==> src/rtl/sdram_init_pkg.sv <==
package sdram_init_pkg;

  typedef enum logic [1:0] {
    ST_IDLE = 2'd0,
    ST_NOP  = 2'd1,
    ST_WAIT = 2'd2,
    ST_DONE = 2'd3
  } seq_state_e;

  localparam logic [1:0] OP_NOP = 2'd0;
  localparam logic [1:0] OP_PRE = 2'd1;
  localparam logic [1:0] OP_REF = 2'd2;
  localparam logic [1:0] OP_MRS = 2'd3;

  localparam int MODE_W   = 8;
  localparam int MODE_LSB = 2;

endpackage

==> src/rtl/sdram_init_mode.sv <==
module sdram_init_mode
  import sdram_init_pkg::*;
(
  input  logic [2:0]        cas_code_i,
  input  logic              wide_bus_i,
  input  logic [MODE_W-1:0] override_i,
  output logic [MODE_W-1:0] mode_o
);

  logic              is_cl2;
  logic [MODE_W-1:0] narrow_val;
  logic [MODE_W-1:0] derived;

  always_comb begin
    is_cl2     = (cas_code_i == 3'd2);
    narrow_val = is_cl2 ? 8'h20 : 8'h30;
    // the 32-bit value is the 16-bit value shifted up by one
    derived    = wide_bus_i ? {narrow_val[MODE_W-2:0], 1'b0} : narrow_val;
    mode_o     = (override_i != '0) ? override_i : derived;
  end

endmodule

==> src/rtl/sdram_init_delay.sv <==
module sdram_init_delay #(
  parameter int CNT_W = 8
) (
  input  logic             clk,
  input  logic             rst_n,
  input  logic             load_i,
  input  logic [CNT_W-1:0] load_val_i,
  output logic             expired_o
);

  logic [CNT_W-1:0] cnt_q, cnt_d;
  logic             cnt_en;

  always_comb begin
    cnt_en = load_i || (cnt_q != '0);
    cnt_d  = load_i ? load_val_i : cnt_q - 1'b1;
  end

  always_ff @(posedge clk or negedge rst_n) begin
    if (!rst_n)      cnt_q <= '0;
    else if (cnt_en) cnt_q <= cnt_d;
  end

  assign expired_o = (cnt_q == '0);

endmodule

==> src/rtl/sdram_init_cmdlist.sv <==
module sdram_init_cmdlist
  import sdram_init_pkg::*;
#(
  parameter int NUM_REF = 8,
  parameter int IDX_W   = 4
) (
  input  logic [IDX_W-1:0] idx_i,
  output logic [1:0]       op_o
);

  localparam int LAST = NUM_REF + 1;

  always_comb begin
    if (idx_i == '0)                op_o = OP_PRE;
    else if (idx_i == IDX_W'(LAST)) op_o = OP_MRS;
    else                            op_o = OP_REF;
  end

endmodule

==> src/rtl/sdram_init_seq.sv <==
module sdram_init_seq
  import sdram_init_pkg::*;
#(
  parameter int CLK_HZ    = 50_000_000,
  parameter int PWRUP_NS  = 200_000,
  parameter int GAP_NS    = 80,
  parameter int NUM_REF   = 8,
  parameter int CFG_W     = 32,
  parameter int REF_LSB   = 3,
  parameter int WIDTH_BIT = 9,
  parameter int CMD_W     = 12
) (
  input  logic                 clk,
  input  logic                 rst_n,
  input  logic                 start,
  input  logic [CFG_W-1:0]     bank0_cfg_i,
  input  logic [CFG_W-1:0]     bank1_cfg_i,
  input  logic [CFG_W-1:0]     timing_cfg_i,
  input  logic [MODE_W-1:0]    mode_override_i,
  output logic [CFG_W-1:0]     bank0_cfg_o,
  output logic [CFG_W-1:0]     bank1_cfg_o,
  output logic [CFG_W-1:0]     timing_cfg_o,
  output logic [CMD_W-1:0]     cmd_word_o,
  output logic                 cmd_valid_o,
  output logic                 refresh_en_o,
  output logic                 done_o
);

  localparam longint NS_PER_S  = 64'd1_000_000_000;
  localparam longint PWR_L     = (longint'(PWRUP_NS) * longint'(CLK_HZ) + NS_PER_S - 1) / NS_PER_S;
  localparam longint GAP_L     = (longint'(GAP_NS) * longint'(CLK_HZ) + NS_PER_S - 1) / NS_PER_S;
  localparam int     PWR_CYC   = (PWR_L < 1) ? 1 : int'(PWR_L);
  localparam int     GAP_CYC   = (GAP_L < 1) ? 1 : int'(GAP_L);
  localparam int     CNT_MAX   = (PWR_CYC > GAP_CYC) ? PWR_CYC : GAP_CYC;
  localparam int     CNT_W     = $clog2(CNT_MAX + 1);
  localparam int     LIST_LEN  = NUM_REF + 2;
  localparam int     IDX_W     = $clog2(LIST_LEN + 1);
  localparam logic [CFG_W-1:0] REF_MASK = ~(CFG_W'(2'b11) << REF_LSB);

  seq_state_e        state_q, state_d;
  logic [IDX_W-1:0]  idx_q, idx_d;
  logic [MODE_W-1:0] mode_q, mode_calc;
  logic [CFG_W-1:0]  bank0_q, bank1_q, timing_q;
  logic [CFG_W-1:0]  tout_q, tout_d;
  logic [CMD_W-1:0]  cmd_q, cmd_d;
  logic              vld_q, vld_d;
  logic              ref_q, ref_d;
  logic              done_q, done_d;
  logic              cfg_ld, tout_en;
  logic              dly_load, dly_expired;
  logic [CNT_W-1:0]  dly_val;
  logic [1:0]        list_op;

  sdram_init_mode u_mode (
    .cas_code_i (timing_cfg_i[2:0]),
    .wide_bus_i (bank0_cfg_i[WIDTH_BIT]),
    .override_i (mode_override_i),
    .mode_o     (mode_calc)
  );

  sdram_init_delay #(.CNT_W(CNT_W)) u_delay (
    .clk        (clk),
    .rst_n      (rst_n),
    .load_i     (dly_load),
    .load_val_i (dly_val),
    .expired_o  (dly_expired)
  );

  sdram_init_cmdlist #(.NUM_REF(NUM_REF), .IDX_W(IDX_W)) u_list (
    .idx_i (idx_q),
    .op_o  (list_op)
  );

  // next-state logic
  always_comb begin
    state_d  = state_q;
    idx_d    = idx_q;
    tout_d   = tout_q;
    ref_d    = ref_q;
    done_d   = done_q;
    vld_d    = 1'b0;
    cmd_d    = '0;
    cfg_ld   = 1'b0;
    tout_en  = 1'b0;
    dly_load = 1'b0;
    dly_val  = '0;
    unique case (state_q)
      ST_IDLE, ST_DONE: begin
        if (start) begin
          cfg_ld  = 1'b1;
          tout_en = 1'b1;
          tout_d  = timing_cfg_i & REF_MASK;
          ref_d   = 1'b0;
          done_d  = 1'b0;
          state_d = ST_NOP;
        end
      end
      ST_NOP: begin
        vld_d    = 1'b1;
        cmd_d    = CMD_W'(OP_NOP);
        dly_load = 1'b1;
        dly_val  = CNT_W'(PWR_CYC - 1);
        idx_d    = '0;
        state_d  = ST_WAIT;
      end
      ST_WAIT: begin
        if (dly_expired) begin
          if (idx_q == IDX_W'(LIST_LEN)) begin
            tout_en = 1'b1;
            tout_d  = timing_q;
            ref_d   = 1'b1;
            done_d  = 1'b1;
            state_d = ST_DONE;
          end else begin
            vld_d    = 1'b1;
            cmd_d    = CMD_W'(list_op) | (CMD_W'(mode_q) << MODE_LSB);
            idx_d    = idx_q + 1'b1;
            dly_load = 1'b1;
            dly_val  = CNT_W'(GAP_CYC - 1);
          end
        end
      end
      default: state_d = ST_IDLE;
    endcase
  end

  // control and command registers
  always_ff @(posedge clk or negedge rst_n) begin
    if (!rst_n) begin
      state_q <= ST_IDLE;
      idx_q   <= '0;
      cmd_q   <= '0;
      vld_q   <= 1'b0;
      ref_q   <= 1'b0;
      done_q  <= 1'b0;
    end else begin
      state_q <= state_d;
      idx_q   <= idx_d;
      cmd_q   <= cmd_d;
      vld_q   <= vld_d;
      ref_q   <= ref_d;
      done_q  <= done_d;
    end
  end

  // configuration registers, loaded only on an accepted start
  always_ff @(posedge clk or negedge rst_n) begin
    if (!rst_n) begin
      bank0_q  <= '0;
      bank1_q  <= '0;
      timing_q <= '0;
      mode_q   <= '0;
    end else if (cfg_ld) begin
      bank0_q  <= bank0_cfg_i;
      bank1_q  <= bank1_cfg_i;
      timing_q <= timing_cfg_i;
      mode_q   <= mode_calc;
    end
  end

  always_ff @(posedge clk or negedge rst_n) begin
    if (!rst_n)       tout_q <= '0;
    else if (tout_en) tout_q <= tout_d;
  end

  assign bank0_cfg_o  = bank0_q;
  assign bank1_cfg_o  = bank1_q;
  assign timing_cfg_o = tout_q;
  assign cmd_word_o   = cmd_q;
  assign cmd_valid_o  = vld_q;
  assign refresh_en_o = ref_q;
  assign done_o       = done_q;

endmodule

==> config.mk <==
export PLATFORM = sky130hd
export DESIGN_NAME = sdram_init_seq
export DESIGN_NICKNAME = d
export VERILOG_FILES = /design/src/rtl/sdram_init_pkg.sv /design/src/rtl/sdram_init_mode.sv /design/src/rtl/sdram_init_delay.sv /design/src/rtl/sdram_init_cmdlist.sv /design/src/rtl/sdram_init_seq.sv
export SDC_FILE = /design/constraint.sdc
export NUM_CORES = 1
export LEC_CHECK = 0
export BUFFER_PORTS_ARGS = -buffer_cell sky130_fd_sc_hd__buf_2
export CELL_PAD_IN_SITES_DETAIL_PLACEMENT = 0
export CELL_PAD_IN_SITES_GLOBAL_PLACEMENT = 1
export CORE_MARGIN = 2
export CORE_UTILIZATION = 40
export CTS_CLUSTER_DIAMETER = 40
export DETAILED_ROUTE_END_ITERATION = 10
export PLACE_DENSITY_LB_ADDON = 0.15
export SLEW_MARGIN = 20
export SYNTH_ARGS = -nofsm -noshare
export SYNTH_HDL_FRONTEND = slang
export SYNTH_SLANG_ARGS = --single-unit
==> constraint.sdc <==
create_clock -name clk -period 2.5 [get_ports clk]
set_clock_uncertainty 0.2 [all_clocks]
set_input_delay 0.5 -clock clk [delete_from_list [all_inputs] [get_ports clk]]
set_output_delay 0.5 -clock clk [all_outputs]
set_load 0.1 [all_outputs]
==> flow_summary.json, run 1 <==
{
  "drive_gt1_frac": 0.451,
  "rows": 49,
  "dieHeight_um": 140,
  "yosysUniqueCellTypes": 46,
  "setup.worst_path.start_class": "flip-flop",
  "cts.sinks": 168,
  "tightest_pin_transition_ps": 531,
  "max_clock_buf_depth": 2,
  "finish_stage_setup_viols": 0,
  "die_area_um2": 19700,
  "worst_setup_hold_path_clk_slew_ps": 70,
  "crit_chain": "inv_1 -> ha_1 -> nor3b_1 -> and4_4 -> buf_4 -> nand3_1 -> a31oi_1",
  "cts_buffers": 17,
  "finalHoldViolCount": 0,
  "synth_area_leader_cell": "sky130_fd_sc_hd__dfrtp_1",
  "grt_start_max_net_pins": 54,
  "cts_max_level": 4,
  "rr_endpoint": "timing_cfg_o[19]",
  "crit_required_ps": 2650,
  "cts_tree": "built",
  "final-instance-count-excl-fill": 1071,
  "num_io_pins": 218,
  "finish.net_count": 946,
  "floorplan.initialDensity": 0.411,
  "hp-class": "input pin to flip-flop",
  "area_growth_syn_to_layout_pct": 27.0,
  "synthArstFlopShare": 1.00,
  "port_buffers": 215,
  "worst_setup_path_type": "flip-flop to flip-flop",
  "layout_common_cells": "sky130_fd_sc_hd__buf_2, sky130_fd_sc_hd__dfrtp_1, sky130_fd_sc_hd__mux2_2",
  "layout_commonest_cell": "sky130_fd_sc_hd__buf_2",
  "detail_route.iter0.violations": 220,
  "crit_path_end": "timing_cfg_o[19]",
  "cp_slowest_cell": "sky130_fd_sc_hd__and4_4",
  "wl_per_cell_um": 17.8,
  "fin_setup_tns_ps": 0,
  "synth.ff_latch_count": 168,
  "timing_max_transition_violations_final": 0,
  "first_pass_iters": 4,
  "fmaxAchievable_mhz": 436,
  "synth_top_cells_by_area": "sky130_fd_sc_hd__dfrtp_1, sky130_fd_sc_hd__mux2_2, sky130_fd_sc_hd__a211oi_1",
  "first_global_vias": 6029,
  "worstReg2RegStart": "u_delay.cnt_q[0]",
  "status": "finished, final reports clean",
  "placeableCoreArea_um2": 18100,
  "max-cap-violations": 0,
  "detailroute.via_count": 5792,
  "clock_insertion_delay_worst_skew_ps": 430,
  "cts_root_buffer": "sky130_fd_sc_hd__clkbuf_16",
  "ys_dominant_reg_cell": "sky130_fd_sc_hd__dfrtp_1",
  "num_antenna_cells": 0,
  "reg2reg_setup_slack_ps": 200,
  "aggregate_routed_wire_length_um": 19100,
  "rsz_0062_raised_after_global_routing": "false",
  "global_route.usage.total": 0.199,
  "netlist_instances": 616,
  "timing.critical_path.fanout_max": 18,
  "critPathMaxStageDelay_ps": 430,
  "number_of_enable_type_register_cells_in_the_synthesized_netlist": 0,
  "hpwl_um": 13400,
  "post-route-cell-area_um2": 9450,
  "global_route_wire_length_before_repair_um": 31200,
  "syn_area_um2": 7440,
  "fp.dieW_um": 140,
  "timing.reg2reg.worst_path_depth": 7,
  "grt_overflow": 0,
  "syn_avg_cell_area_um2": 12.1,
  "worst_setup_path_startpoint": "u_delay.cnt_q[0]",
  "cp-end-kind": "flip-flop",
  "critPathArrivalTime_ps": 2440,
  "gp_routability_congestion": 0.817,
  "drcViolationCount": 0,
  "period_share": 0.918,
  "placed_cells": 1039,
  "synth_warnings": 0,
  "yosysSeqAreaShare": 0.565,
  "cell_area_after_placement_um2": 8860,
  "layout_min_cycle_time_ps": 2300,
  "max-slew-margin-rel": 0.646,
  "route.detailed.vias_per_inst": 5.41,
  "synth_top_area_share": 0.565,
  "number_of_inserted_filler_cells_in_the_final_layout": 1590,
  "antenna_left": 0,
  "antenna_violations_before_repair": 1
}
-- state kept, by name (all words and copies together) (netlist names) --
| signal | count |
|---|---|
| bank0_cfg_o | 32 |
| bank1_cfg_o | 32 |
| cmd_valid_o | 1 |
| cmd_word_o | 10 |
| done_o | 1 |
| idx_q | 4 |
| mode_q | 8 |
| state_q | 2 |
| timing_cfg_o | 32 |
| timing_q | 32 |
| u_delay.cnt_q | 14 |
-- synthesized netlist by cell type, types with 3 or more instances --
master and instances:
sky130_fd_sc_hd__a211oi_1 34, sky130_fd_sc_hd__a21oi_1 4, sky130_fd_sc_hd__a22oi_1 5, sky130_fd_sc_hd__a31oi_1 31
sky130_fd_sc_hd__and2_1 32, sky130_fd_sc_hd__and3_1 8, sky130_fd_sc_hd__buf_2 10, sky130_fd_sc_hd__buf_4 7
sky130_fd_sc_hd__clkbuf_1 27, sky130_fd_sc_hd__dfrtp_1 168, sky130_fd_sc_hd__ha_1 9, sky130_fd_sc_hd__inv_1 8
sky130_fd_sc_hd__mux2_2 101, sky130_fd_sc_hd__nand2_1 17, sky130_fd_sc_hd__nand3_1 36, sky130_fd_sc_hd__nand4_1 4
sky130_fd_sc_hd__nor2_1 14, sky130_fd_sc_hd__nor2b_1 3, sky130_fd_sc_hd__nor3_1 6, sky130_fd_sc_hd__o21ai_0 40
sky130_fd_sc_hd__o22ai_1 7, sky130_fd_sc_hd__or3_1 3, sky130_fd_sc_hd__or4_1 5, sky130_fd_sc_hd__xnor2_1 3
sky130_fd_sc_hd__xor2_1 4
-- metal layers --
metal,vias up,part of all wire,GRT usage
met2,207,0.48,0.324
met3,28,0.079,0.0660
met5,-,0.00037,0
met1,2882,0.42,0.248
li1,2673,-,-
met4,2,0.019,0.0739
-- repair_timing --
action                     in CTS  in global routing
gates resized for setup         0                  1
hold endpoints to repair       49                  0
hold buffers                    1                  0
setup endpoints to repair       0                  8
setup buffers                   0                  0
-- critical path: cells and delay by family (launching register included) --
| family | cells | cell delay (ps) |
|---|---|---|
| AOI/OAI and AO/OA | 1 | 180 |
| adders and majority gates | 1 | 160 |
| buffers and inverters | 2 | 390 |
| DFF | 1 | 410 |
| and+or+nand+nor | 3 | 870 |
-- metrics by stage --
| step | util | setup WS (ps) | hold WS, ps |
|---|---|---|---|
| 6_report | 0.522 | 204 | 96.3 |
| 3_3_place_gp | 0.490 | 244 | 264 |
| 2_1_floorplan | - | 363 | 4.41 |
| 3_5_place_dp | 0.490 | 121 | 273 |
| 5_1_grt | 0.522 | 63.0 | 88.4 |
| 4_1_cts | 0.522 | 102 | 83.3 |
-- cell families after synthesis --
logic type | share of synthesized area
compound gates | 0.114
xor+xnor | 0.00824
fa+ha+maj | 0.0151
buf+inv | 0.0350
flops | 0.565
mux | 0.156
other cells | 0.000504
simple gates | 0.106
-- layout make-up --
cell class / instances / area [µm²] / area share
clock inverters: 14 / 149 / 0.0158
clock buffers: 17 / 425 / 0.0450
inverters: 9 / 33.8 / 0.00358
multi-input cells: 394 / 3000 / 0.318
well taps: 229 / 287 / 0.0303
flip-flops and latches: 168 / 4200 / 0.445
repair buffers: 240 / 1350 / 0.143
-- how the worst min path moves through the flow --
stage,start,depth (start not counted),endpoint,slack [ps]
floorplan,rst_n,0,bank0_cfg_o[0],4
global placement,mode_q[6],2,mode_q[6],260
detailed placement,mode_q[5],2,mode_q[5],270
CTS,bank1_cfg_i[25],2,bank1_cfg_o[25],80
global route,bank0_cfg_i[20],2,bank0_cfg_o[20],90
finish,bank1_cfg_i[25],2,bank1_cfg_o[25],100
Power of run 1 is left out: the tool's default activity adds up to more than one toggle a clock period on the data nets, which glitch-free logic cannot reach.
==> run 2, diff against run 1 <==
--- a/config.mk
+++ b/config.mk
@@ -5,6 +5,7 @@
 export SDC_FILE = /design/constraint.sdc
 export NUM_CORES = 1
 export LEC_CHECK = 0
+export ABC_CLOCK_PERIOD_IN_PS = 2300
 export BUFFER_PORTS_ARGS = -buffer_cell sky130_fd_sc_hd__buf_2
 export CELL_PAD_IN_SITES_DETAIL_PLACEMENT = 0
 export CELL_PAD_IN_SITES_GLOBAL_PLACEMENT = 1
==> constraint.sdc (replaced) <==
create_clock -name clk -period 2.3 [get_ports clk]
set_clock_uncertainty 0.2 [all_clocks]
set_input_delay 0.46 -clock clk [delete_from_list [all_inputs] [get_ports clk]]
set_output_delay 0.46 -clock clk [all_outputs]
set_load 0.1 [all_outputs]
==> run 2 against run 1 <==
Compared with the run above: first-iteration DRC count increased by 22%; worst setup slack got worse by 120 ps; register-to-register slack got worse by 120 ps; via count increased by 2.2%; non-clock buffer count increased by 7; sequential cell count unchanged; global-route usage increased by 0.23 points; die area unchanged; critical path type unchanged; critical endpoint is now cmd_word_o[0].
==> flow_summary.json, run 2 (same netlist as run 1, synthesis figures left out) <==
{
  "status": "finished, final reports clean",
  "hold_depth": 2,
  "number_of_inserted_filler_cells_in_the_final_layout": 1588,
  "cts_buffers": 17,
  "postLayoutSetupSlackWorst_ps": 85.8,
  "worst_setup_path_type": "flip-flop to flip-flop",
  "global_route_wire_length_before_repair_um": 31600,
  "detailedPlace.worstSlack_ps": -26.1,
  "wl_per_cell_um": 18.4,
  "hpwl_um": 13600,
  "port_buffers": 215,
  "max-cap-violations": 0,
  "crit_chain": "nor4_4 -> buf_4 -> nand4_1 -> buf_12 -> nor4_1",
  "worstHoldStart": "bank1_cfg_i[4]",
  "grt_start_max_net_pins": 93,
  "clock_insertion_delay_worst_skew_ps": 420,
  "finish_stage_setup_viols": 0,
  "drcViolationCount": 0,
  "hp-class": "input pin to flip-flop",
  "max-slew-margin-rel": 0.621,
  "floorplan.initialDensity": 0.411,
  "worstReg2RegStart": "u_delay.cnt_q[3]",
  "antenna_violations_before_repair": 2,
  "setup.worst_path.start_class": "flip-flop",
  "timing.hold.worst_endpoint": "bank1_cfg_o[4]",
  "fmaxAchievable_mhz": 452,
  "timing.reg2reg.worst_path_depth": 5,
  "area_growth_syn_to_layout_pct": 28.1,
  "fp.dieW_um": 140,
  "cp-end-kind": "flip-flop",
  "first_pass_iters": 5,
  "gr-usage-met1": 0.244,
  "finalHoldViolCount": 0,
  "worst_setup_hold_path_clk_slew_ps": 70,
  "crit_family": "simple AND/OR/NAND/NOR gates",
  "rows": 49,
  "timing.critical_path.fanout_max": 39,
  "crit_buf_inv": 2,
  "cts_tree": "built",
  "reg2reg_setup_slack_ps": 90,
  "period_share": 0.963,
  "critPathArrivalTime_ps": 2280,
  "crit_required_ps": 2370,
  "placeableCoreArea_um2": 18100,
  "dieHeight_um": 140,
  "globalRouteMet3Util": 0.0694,
  "drive_gt1_frac": 0.461,
  "global_route.usage.total": 0.201,
  "critPathMaxStageDelay_ps": 450,
  "layout_min_cycle_time_ps": 2210,
  "timing_max_transition_violations_final": 0,
  "layout_commonest_cell": "sky130_fd_sc_hd__buf_2",
  "route.detailed.vias_per_inst": 5.48,
  "cts.sinks": 168,
  "cts_root_buffer": "sky130_fd_sc_hd__clkbuf_16",
  "layout_common_cells": "sky130_fd_sc_hd__buf_2, sky130_fd_sc_hd__dfrtp_1, sky130_fd_sc_hd__mux2_2",
  "die_area_um2": 19700,
  "rr_endpoint": "cmd_word_o[0]",
  "cts_max_level": 4,
  "finish.net_count": 954,
  "grt_overflow": 0,
  "first_global_vias": 6262,
  "detailroute.via_count": 5922,
  "detail_route.iter0.violations": 269,
  "gr-max-usage-layer": "met2",
  "max_clock_buf_depth": 2,
  "aggregate_routed_wire_length_um": 19900,
  "gp_routability_congestion": 0.851,
  "num_io_pins": 218,
  "tightest_pin_transition_ps": 568,
  "groute.layer.met2.usage": 0.336,
  "cp_slowest_cell": "sky130_fd_sc_hd__dfrtp_1",
  "antenna_left": 0
}
-- run 2: per-stage QoR --
step                      cell area [µm²]  hold slack, ps  std cells   util  TNS, ps
after floorplan                      7440           -35.6        617      -        0
after global placement               8900             243       1044  0.492        0
after detailed placement             8900             244       1044  0.492     -108
after CTS                            9480            44.8       1077  0.524        0
after global routing                 9530            40.9       1081  0.527    -25.9
final                                9530            62.8       1081  0.527        0
-- run 2: how the worst max path moves through the flow --
stage | from | endpoint | cells past startpoint | slack (ps)
4_1_cts | state_q[1] | timing_cfg_o[14] | 6 | 6
5_1_grt | idx_q[0] | timing_cfg_o[5] | 7 | -20
3_5_place_dp | u_delay.cnt_q[0] | timing_cfg_o[8] | 7 | -30
2_1_floorplan | state_q[0] | bank1_cfg_o[0] | 7 | 160
3_3_place_gp | u_delay.cnt_q[0] | timing_cfg_o[10] | 7 | 60
6_report | u_delay.cnt_q[3] | cmd_word_o[0] | 5 | 90
-- run 2: worst register-to-register path, delay by kind of cell (launching register included) --
family / cells / cell delay [ps]
buffers and inverters: 2 / 440
flip-flops: 1 / 450
AND/OR/NAND/NOR: 3 / 980
-- run 2: final cells by class --
type | instances | area, µm² | area share
multi-input cells | 395 | 3020 | 0.317
flip-flops and latches | 168 | 4210 | 0.441
clock inverters | 14 | 135 | 0.0142
inverters | 9 | 33.8 | 0.00355
repair buffers | 247 | 1400 | 0.147
clock buffers | 18 | 439 | 0.0461
well taps | 229 | 287 | 0.0301
diodes | 1 | 2.50 | 0.000263
-- run 2: timing repair --
| action | 4_1_cts | 5_1_grt |
|---|---|---|
| hold buffers | 1 | 0 |
| setup endpoints to repair | 10 | 31 |
| gates resized for setup | 1 | 4 |
| pin swaps | 0 | 1 |
| setup buffers | 0 | 2 |
| hold endpoints to repair | 46 | 0 |
| cloned | 0 | 1 |
-- run 2: per-layer routing --
| metal | vias up | share of wire |
|---|---|---|
| met5 | - | 0.00055 |
| met1 | 2931 | 0.41 |
| li1 | 2700 | - |
| met2 | 248 | 0.49 |
| met3 | 41 | 0.079 |
| met4 | 2 | 0.024 |
Power of run 2 is left out for the same reason.
